### src/rtl/mst_pkg.sv
package mst_pkg;

    // Smallest effective training threshold.
    localparam int unsigned MIN_THRESH = 2;

    typedef enum logic {
        DIR_UP   = 1'b0,
        DIR_DOWN = 1'b1
    } dir_e;

    function automatic logic [31:0] clamp_thresh(input logic [31:0] raw);
        return (raw < MIN_THRESH) ? 32'(MIN_THRESH) : raw;
    endfunction

endpackage

### src/rtl/mst_filter.sv
module mst_filter
    import mst_pkg::*;
#(
    parameter int unsigned LINE_W = 32,
    parameter int unsigned DEPTH  = 4,
    parameter int unsigned CNT_W  = 4,
    parameter dir_e        DIR    = DIR_UP
) (
    input  logic              clk,
    input  logic              rst,
    input  logic [LINE_W-1:0] look_line,
    input  logic [CNT_W-1:0]  thresh_eff,
    input  logic              do_train,
    input  logic              do_fill,
    output logic              hit,
    output logic              promote
);
    localparam int unsigned PTR_W = (DEPTH > 1) ? $clog2(DEPTH) : 1;
    localparam logic [PTR_W-1:0] LAST = PTR_W'(DEPTH - 1);

    typedef struct packed {
        logic [DEPTH-1:0]             vld;
        logic [DEPTH-1:0][LINE_W-1:0] pred;
        logic [DEPTH-1:0][CNT_W-1:0]  cnt;
        logic [PTR_W-1:0]             ptr;
    } tbl_t;

    tbl_t s_d, s_q;

    logic [DEPTH-1:0] match_vec;
    logic [PTR_W-1:0] hit_idx;
    logic [CNT_W-1:0] cnt_inc;
    logic [LINE_W-1:0] step_line;

    always_comb begin
        step_line = (DIR == DIR_DOWN) ? (look_line - LINE_W'(1))
                                      : (look_line + LINE_W'(1));
    end

    for (genvar g = 0; g < DEPTH; g++) begin : g_match
        assign match_vec[g] = s_q.vld[g] && (s_q.pred[g] == look_line);
    end

    // Lowest matching index wins.
    always_comb begin
        hit_idx = '0;
        for (int i = DEPTH - 1; i >= 0; i--) begin
            if (match_vec[i]) hit_idx = PTR_W'(i);
        end
    end

    assign hit     = |match_vec;
    assign cnt_inc = s_q.cnt[hit_idx] + CNT_W'(1);
    assign promote = hit && (cnt_inc >= thresh_eff);

    always_comb begin
        s_d = s_q;
        if (do_train && hit) begin
            if (promote) begin
                s_d.vld[hit_idx] = 1'b0;
                s_d.cnt[hit_idx] = '0;
            end else begin
                s_d.pred[hit_idx] = step_line;
                s_d.cnt[hit_idx]  = cnt_inc;
            end
        end
        if (do_fill) begin
            s_d.vld[s_q.ptr]  = 1'b1;
            s_d.pred[s_q.ptr] = step_line;
            s_d.cnt[s_q.ptr]  = CNT_W'(1);
            s_d.ptr           = (s_q.ptr == LAST) ? '0 : s_q.ptr + PTR_W'(1);
        end
    end

    always_ff @(posedge clk) begin
        if (rst) s_q <= '0;
        else     s_q <= s_d;
    end

    // training is only requested for a table that matched
    p_train_on_hit_r7: assert property (@(posedge clk) disable iff (rst)
        do_train |-> hit);

    // a promoted entry is gone in the next cycle
    p_promote_clears_r6: assert property (@(posedge clk) disable iff (rst)
        (do_train && promote && !do_fill) |=> (s_q.vld[$past(hit_idx)] == 1'b0));

endmodule

### src/rtl/mst_alloc_out.sv
module mst_alloc_out #(
    parameter int unsigned LINE_W = 32
) (
    input  logic              clk,
    input  logic              rst,
    input  logic              fire,
    input  logic [LINE_W-1:0] line,
    input  logic              desc,
    input  logic              store,
    output logic              alloc_valid,
    output logic [LINE_W-1:0] alloc_line,
    output logic              alloc_desc,
    output logic              alloc_store
);
    typedef struct packed {
        logic              vld;
        logic [LINE_W-1:0] line;
        logic              desc;
        logic              store;
    } out_t;

    out_t o_d, o_q;

    always_comb begin
        o_d       = o_q;
        o_d.vld   = fire;
        if (fire) begin
            o_d.line  = line;
            o_d.desc  = desc;
            o_d.store = store;
        end
    end

    always_ff @(posedge clk) begin
        if (rst) o_q <= '0;
        else     o_q <= o_d;
    end

    assign alloc_valid = o_q.vld;
    assign alloc_line  = o_q.line;
    assign alloc_desc  = o_q.desc;
    assign alloc_store = o_q.store;

endmodule

### src/rtl/miss_stream_trainer.sv
module miss_stream_trainer
    import mst_pkg::*;
#(
    parameter int unsigned LINE_W = 32,
    parameter int unsigned DEPTH  = 4,
    parameter int unsigned CNT_W  = 4
) (
    input  logic              clk,
    input  logic              rst,
    input  logic              miss_valid,
    input  logic [LINE_W-1:0] miss_line,
    input  logic              miss_store,
    input  logic [CNT_W-1:0]  train_thresh,
    output logic              alloc_valid,
    output logic [LINE_W-1:0] alloc_line,
    output logic              alloc_desc,
    output logic              alloc_store
);
    logic [CNT_W-1:0] thresh_eff;
    logic up_hit, up_prom, dn_hit, dn_prom;
    logic up_train, dn_train, fill;
    logic fire, fire_desc;
    logic [LINE_W-1:0] fire_line;

    assign thresh_eff = CNT_W'(clamp_thresh(32'(train_thresh)));

    assign up_train = miss_valid && up_hit;
    assign dn_train = miss_valid && !up_hit && dn_hit;
    assign fill     = miss_valid && !up_hit && !dn_hit;

    mst_filter #(.LINE_W(LINE_W), .DEPTH(DEPTH), .CNT_W(CNT_W), .DIR(DIR_UP)) u_up (
        .clk(clk), .rst(rst), .look_line(miss_line), .thresh_eff(thresh_eff),
        .do_train(up_train), .do_fill(fill), .hit(up_hit), .promote(up_prom));

    mst_filter #(.LINE_W(LINE_W), .DEPTH(DEPTH), .CNT_W(CNT_W), .DIR(DIR_DOWN)) u_dn (
        .clk(clk), .rst(rst), .look_line(miss_line), .thresh_eff(thresh_eff),
        .do_train(dn_train), .do_fill(fill), .hit(dn_hit), .promote(dn_prom));

    always_comb begin
        fire      = (up_train && up_prom) || (dn_train && dn_prom);
        fire_desc = !(up_train && up_prom);
        fire_line = fire_desc ? (miss_line - LINE_W'(1)) : (miss_line + LINE_W'(1));
    end

    mst_alloc_out #(.LINE_W(LINE_W)) u_out (
        .clk(clk), .rst(rst), .fire(fire), .line(fire_line), .desc(fire_desc),
        .store(miss_store), .alloc_valid(alloc_valid), .alloc_line(alloc_line),
        .alloc_desc(alloc_desc), .alloc_store(alloc_store));

    // an allocation only follows an accepted miss
    p_pulse_after_miss_r9: assert property (@(posedge clk) disable iff (rst)
        alloc_valid |-> $past(miss_valid));

    // ascending allocation starts one line above the last miss
    p_up_line_r2: assert property (@(posedge clk) disable iff (rst)
        (alloc_valid && !alloc_desc) |-> (alloc_line == $past(miss_line) + LINE_W'(1)));

    // descending allocation starts one line below the last miss
    p_dn_line_r3: assert property (@(posedge clk) disable iff (rst)
        (alloc_valid && alloc_desc) |-> (alloc_line == $past(miss_line) - LINE_W'(1)));

    // type follows the completing miss
    p_type_r4: assert property (@(posedge clk) disable iff (rst)
        alloc_valid |-> (alloc_store == $past(miss_store)));

endmodule

### config.mk
export PLATFORM = sky130hd
export DESIGN_NAME = miss_stream_trainer
export DESIGN_NICKNAME = d
export VERILOG_FILES = /design/src/rtl/mst_pkg.sv /design/src/rtl/mst_filter.sv /design/src/rtl/mst_alloc_out.sv /design/src/rtl/miss_stream_trainer.sv
export SDC_FILE = /design/constraint.sdc
export NUM_CORES = 1
export LEC_CHECK = 0
export BUFFER_PORTS_ARGS = -buffer_cell sky130_fd_sc_hd__buf_4
export CORE_MARGIN = 10
export CORE_UTILIZATION = 60
export CTS_CLUSTER_DIAMETER = 60
export DETAILED_ROUTE_END_ITERATION = 7
export PLACE_DENSITY = 0.85
export SLEW_MARGIN = 0
export SYNTH_ARGS = -nofsm -noshare
export SYNTH_HDL_FRONTEND = slang
export SYNTH_SLANG_ARGS = --single-unit
### constraint.sdc
create_clock -name clk -period 9.6 [get_ports clk]
set_clock_uncertainty 0.1 [all_clocks]
set_input_delay 0.48 -clock clk [delete_from_list [all_inputs] [get_ports clk]]
set_output_delay 0.48 -clock clk [all_outputs]
set_load 0.03 [all_outputs]
* Word-level counts from Yosys, hierarchy flattened
Cells that the tools add are included.
** Operators by class
- Magnitude comparators :: 11
- Shifts and indexed selects :: 0
- Reductions and logical operators :: 28
- $add $sub $neg :: 6
- Mux-type cells :: 56
- Bitwise gates (word level) :: 16
- Multiply operators :: 0
- Div/mod/pow operators :: 0
- Equality and inequality tests :: 10
** Operators by type and width (count)
- $bwmux 128 :: 4
- $mux 150 :: 2
- $mux 148 :: 2
- $demux 32 s2 :: 4
- $eq 32x32->1 :: 8
- $mux 128 :: 2
- $mux 32 :: 5
- $mux 4 :: 9
- $add 32x1->32 const B :: 1
- $and 16x16->16 :: 2
- $bwmux 16 :: 2
- $demux 4 s2 :: 4
- $mux 16 :: 2
- $not 16->16 :: 2
- $sub 32x1->32 const B :: 1
- $and 12x12->12 :: 2
- $not 12->12 :: 2
- $logic_and 1x1->1 :: 22
- $mux 2 :: 10
- $bmux 4 s2 :: 2
- $or 4x4->4 :: 4
- $lt 2x3->1 const B :: 4
- $add 4x1->4 const B :: 2
- $and 4x4->4 :: 2
- 11 further kinds :: 27
** Word-level totals
- Memories kept :: 0
- Bits in read-only memories :: 0
- RAM bits :: 0
- Bits in latches :: 0
- Input bits :: 40
- Register bits after elaboration :: 335

* Logic depth before layout (Yosys ltp)
- Word-level depth :: 16
- Gate-level depth with buffers :: 24
- Mapped depth without buffers :: 20

* Cells and area by module
From an unflattened synthesis, not the netlist that was laid out.
** Second synthesis, totals
- Cell total of the unflattened synthesis :: 2302
- Area total of the unflattened synthesis :: 19323.5 sq um
** Modules (own cells, without submodules)
- mst_filter (u_dn) :: instances 1, area an instance 8204.1 sq um, cells an instance 969
- mst_filter (u_up) :: instances 1, area an instance 8045.2 sq um, cells an instance 968
- miss_stream_trainer :: instances 1, area an instance 1810.5 sq um, cells an instance 253
- mst_alloc_out :: instances 1, area an instance 1263.7 sq um, cells an instance 112

* Worst setup path before layout
No wires, ideal clock.
- Path type :: input-to-reg
- Start :: input port miss_line[7]
- End :: register u_dn.s_q[143] (netlist name)
- Required time :: 9.414 ns
- Cell stages on the path :: 21
- Arrival :: 4.875 ns
- Setup time :: 0.086 ns
- Buffers on the path :: 3
- Slack :: 4.540 ns
- Cell sequence :: buf_2 -> xor2_1 -> nor4_1 -> nand4_1 -> nor4_2 -> nor3b_1 -> a222oi_1 -> a21boi_1 -> nand2_1 -> xnor2_1 -> inv_1 -> ha_1 -> a21boi_0 -> nor2b_1 -> a311oi_2 -> nand3_2 -> buf_6 -> o21ai_4 -> buf_2 -> nor2_1 -> a211oi_1
** Between the ends
- Cells in the longest elaborated chain, start to end :: 15
- Elaborated cells on any way between the ends :: 44
- Classes of those cells :: add/sub: 2; order compare: 3; eq/ne: 8; mux: 13; reduce/logical: 18
** Ends and longest elaborated chain
- start: declaration :: RTL line miss_stream_trainer.sv:11 : input logic [LINE_W-1:0] miss_line,
- $eq 32x32->1 :: RTL line mst_filter.sv:41 : assign match_vec[g] = s_q.vld[g] && (s_q.pred[g] == look_line);
- $logic_and 1x1->1 :: RTL line mst_filter.sv:41
- $mux 2 (4 in a row) :: RTL line mst_filter.sv:48 : if (match_vec[i]) hit_idx = PTR_W'(i);
- $bmux 4 s2, or another cell as far along :: RTL line mst_filter.sv:53 : assign cnt_inc = s_q.cnt[hit_idx] + CNT_W'(1);
- $mux 4 (implied by the code) / $logic_and 1x1->1 (equally long branches) :: RTL line mst_filter.sv:53, mst_filter.sv:63
- $add 4x1->4 / $mux 32 (equally long branches) :: RTL line mst_filter.sv:53, mst_filter.sv:63
- $ge 4x4->1 / $demux 32 s2 (equally long branches)
- $logic_and 1x1->1 / $bwmux 128 (equally long branches) :: RTL line mst_filter.sv:54, mst_filter.sv:63
- $mux 128 :: RTL line mst_filter.sv:59 : if (promote) begin
- $mux 148 :: RTL line mst_filter.sv:58 : if (do_train && hit) begin
- $bwmux 128 :: RTL line mst_filter.sv:69 : s_d.pred[s_q.ptr] = step_line;
- $mux 150 (*) :: RTL line mst_filter.sv:67 : if (do_fill) begin
- end signal: assignment :: RTL line mst_filter.sv:76 : if (rst) s_q <= '0;
- end signal: assignment :: RTL line mst_filter.sv:77 : else s_q <= s_d;
- end: declaration :: RTL line mst_filter.sv:28 : tbl_t s_d, s_q;
Every way passes the cells marked *; elsewhere a longest branch is shown, timed or not. The select of a mux whose other input is x is not followed.
A chain may end at the register's enable or synchronous reset.

* Final worst setup path
- Start :: register u_dn.s_q[53] (netlist name)
- End :: register u_dn.s_q[50] (netlist name)
** Between the ends
- Cells in the longest elaborated chain, start to end :: 13
- Elaborated cells on any way between the ends :: 24
- Classes of those cells :: add/sub: 1; order compare: 3; eq/ne: 1; mux: 11; reduce/logical: 8
** Ends and longest elaborated chain (RTL line)
- $eq 32x32->1 (*) :: mst_filter.sv:41
- $logic_and 1x1->1 (*) :: mst_filter.sv:41
- $mux 2 (2 in a row) :: mst_filter.sv:48
- $bmux 4 s2, or another cell as far along :: mst_filter.sv:53
- $mux 4 (implied by the code) / $logic_and 1x1->1 (equally long branches) :: mst_filter.sv:53, mst_filter.sv:63
- $add 4x1->4 / $mux 32 (equally long branches) :: mst_filter.sv:53, mst_filter.sv:63
- $ge 4x4->1 / $demux 32 s2 (equally long branches)
- $logic_and 1x1->1 / $bwmux 128 (equally long branches) :: mst_filter.sv:54, mst_filter.sv:63
- $mux 128 :: mst_filter.sv:59
- $mux 148 :: mst_filter.sv:58
- $bwmux 128 :: mst_filter.sv:69
- $mux 150 (*) :: mst_filter.sv:67
Marks and branches as above.

==> flow_metrics.env <==
export IMPL_htree_num_levels=2
export IMPL_critPathMaxStageDelay_ns=1.08
export IMPL_hold_class="in2reg"
export IMPL_drc=0
export IMPL_insertion_delay_ns=0.54
export IMPL_max_cap_violations=0
export IMPL_status="completed"
export IMPL_async_flop_share=0
export IMPL_reg2regPathDepth=19
export IMPL_synthTopCellsByArea="dfxtp_1, xor2_1, a211oi_1, nor2_1, xnor2_1"
export IMPL_whs_ns=0.1080
export IMPL_synth_warnings=0
export IMPL_ys_seq_area_frac=0.3780
export IMPL_grt_use_total=0.3140
export IMPL_crit_path_cell_trace="xor2_1, nor4_1, nand4_1, nor4_2, nor3b_1, a222oi_1, a21boi_1, nand2_1, xnor2_1, inv_1, ha_1, a21boi_0, nor2b_1, a311oi_2, nand3_2, o21ai_4, buf_4, mux2i_1, nor2_1"
export IMPL_cts_hold_buf=0
export IMPL_power_frac_comb=0.142
export IMPL_min_to="u_out.alloc_store"
export IMPL_relSlewSlack=0.1542
export IMPL_drive_above_1_share=0.07917
export IMPL_path_clk_slew_ns=0.06
export IMPL_r2r_start="u_dn.s_q[53]"
export IMPL_clock_sinks=335
export IMPL_path_max_fanout=40
export IMPL_rows=62
export IMPL_clkPwrFrac=0.420
export IMPL_first_iter_violations=2301
export IMPL_fin_crit_ns=7.056
export IMPL_critPathRequiredTime_ns=9.87
export IMPL_hold_violations=0
export IMPL_setup_viol=0
export IMPL_p_switching_uw=979.0
export IMPL_ios=75
export IMPL_finalWirelength_um=59590
export IMPL_port_buffers=74
export IMPL_endpoint_kind="flop"
export IMPL_vias=16275
export IMPL_overflow=0
export IMPL_synth_most_common_cell="dfxtp_1"
export IMPL_synth_area_per_cell_um2=8.333
export IMPL_hpwl_um=41870
export IMPL_internal_power_mw=2.469
export IMPL_crit_arrival_ns=7.32
export IMPL_syn_cell_area_mm2=0.01774
export IMPL_timing_setup_tns_ns=0
export IMPL_via_per_inst=6.494
export IMPL_worstHoldPathCells=3
export IMPL_areaGrowthSynthToFinish_pct=8.970
export IMPL_syn_num_nets=2188
export IMPL_crit_slowest_cell="o21ai_4"
export IMPL_crit_path_start_kind="flop"
export IMPL_nNetsFinal=2155
export IMPL_die_area_mm2=0.03685
export IMPL_dieWidth_um=192.0
export IMPL_num_antenna_cells=0
export IMPL_cts_buffer_depth=3
export IMPL_slew_violations=0
export IMPL_fin_crit_sh=0.7350
export IMPL_synth_area_leader_cell="dfxtp_1"
export IMPL_swShare=0.2839
export IMPL_tightest_slew_ns=1.259
export IMPL_post_cts_setup_buffers=0
export IMPL_fillers=2380
export IMPL_tritoncts="yes"
export IMPL_yosys_register_bits=335
export IMPL_grt_max_degree=176
export IMPL_rsz0062_at_grt="false"
export IMPL_cts_buffers_inserted=37
export IMPL_chipHeight_um=192.0
export IMPL_synth_top_area_share=0.3780
export IMPL_power_density_mw_per_mm2=178.4
export IMPL_root_buffer="clkbuf_16"
export IMPL_synth_edf_count=0
export IMPL_initial_core_util=0.6132
export IMPL_reg2reg_slack_ns=2.54
export IMPL_max_freq_mhz=141.7
export IMPL_antenna_found_initial=1
export IMPL_core_area_mm2=0.02894
export IMPL_synth_ff_type="dfxtp_1"
export IMPL_power_leakage_nw=6.928
export IMPL_vdd_drop_max_mv=0.1367
export IMPL_hold_path_startpoint="miss_store"
export IMPL_dr_pass1_iters=6
export IMPL_rr_endpoint="u_dn.s_q[50]"
export IMPL_grt_pass1_vias=15174
export IMPL_synthCells=2129
export IMPL_grt_pass1_wl_um=90220
export IMPL_yosysUniqueCellTypes=73
export IMPL_post_cts_resized=0
export IMPL_seqPwrFrac=0.438
export IMPL_synth_top_cells_by_count="dfxtp_1, nor2_1, xor2_1"
export IMPL_avgRoutedWirePerCell_um=23.78
export IMPL_worstSetupStartpoint="u_dn.s_q[53]"
export IMPL_gp_congestion=1.058
export IMPL_path_class="reg2reg"
export IMPL_ant_nets=0
## layer usage
metal / up-vias / part of all wire / global-route usage
met2: 1101 / 0.43 / 0.4627
met1: 7616 / 0.41 / 0.4261
met5: - / 0.00015 / 0
li1: 7374 / - / -
met4: 2 / 0.040 / 0.1271
met3: 182 / 0.13 / 0.08433
## registers in the layout (all words and copies together), names as in the netlist
| signal | count |
|---|---|
| u_dn.s_q | 150 |
| u_out.alloc_desc | 1 |
| u_out.alloc_line | 32 |
| u_out.alloc_store | 1 |
| u_out.alloc_valid | 1 |
| u_up.s_q | 150 |
## cells by family (layout without fill, tap and decap cells)
kind of cell,after synthesis,count (layout),share of synthesized area
xor+xnor,325,325,0.1604
fa+ha+maj,19,19,0.01340
compound gates,356,356,0.1410
buf+inv,196,189,0.05324
mux,35,35,0.01982
simple gates,863,863,0.2341
flops,335,335,0.3780
## worst max-delay path, delay by kind of cell, from the launching register on
kind            cells  cell delay [ns]
buf+inv             2             0.51
mux                 1             0.22
compound gates      5             2.42
simple gates        8             2.48
fa+ha+maj           1             0.29
xor+xnor            2             0.55
flops               1             0.34
## how the worst max path moves through the flow
| stage | cells after the start | to | slack (ns) |
|---|---|---|---|
| CTS | 19 | u_dn.s_q[50] | 2.72 |
| floorplan | 21 | u_dn.s_q[143] | 4.54 |
| global placement | 20 | u_dn.s_q[50] | 2.50 |
| finish | 19 | u_dn.s_q[50] | 2.54 |
| global route | 19 | u_dn.s_q[50] | 2.02 |
| detailed placement | 20 | u_dn.s_q[50] | 2.36 |
## stage by stage
stage | power (mW) | cell area (µm²) | util | cells | worst slack, ns
floorplan | 1.865 | 17740 | - | 2129 | 4.540
global placement | 1.993 | 18110 | 0.6260 | 2441 | 2.496
detailed placement | 2.004 | 18110 | 0.6260 | 2441 | 2.362
CTS | 3.428 | 19330 | 0.6682 | 2506 | 2.722
global route | 3.544 | 19330 | 0.6682 | 2506 | 2.020
finish | 3.448 | 19330 | 0.6682 | 2506 | 2.544
## cell usage in the layout (no fill, tap or decap), types with 12 or more instances in the layout
cell and instances:
or4_1 16, nand2_1 191, inv_1 39, nor2_1 320, and3_1 12, xor2_1 206, xnor2_1 119, nand3_1 39
clkbuf_16 37, a211oi_1 177, a21oi_1 49, nand4_1 39, buf_4 83, nand2b_1 25, nand4b_1 16, ha_1 19
or3_1 13, dfxtp_1 335, nor3_1 49, nor4_1 87, o21ai_0 43, a31oi_1 22, mux2i_1 34
## layout make-up
| class | instances | area (µm²) | area share |
|---|---|---|---|
| clock buffer | 52 | 1062 | 0.05494 |
| clock inverter | 13 | 158.9 | 0.008219 |
| inverter | 39 | 146.4 | 0.007572 |
| multi-input combinational | 1598 | 10120 | 0.5236 |
| sequential | 335 | 6706 | 0.3469 |
| tap | 384 | 480.5 | 0.02485 |
| timing repair buffer | 85 | 656.9 | 0.03398 |
## power by group through the flow
stage	clock network (mW)	registers [mW]	logic (mW)
after floorplan	0	1.52	0.343
after global routing	1.51	1.51	0.521
after CTS	1.45	1.51	0.472
after detailed placement	0	1.54	0.468
after global placement	0	1.53	0.460
final	1.45	1.51	0.489
No activity file was read; power rests on OpenSTA's default activity.
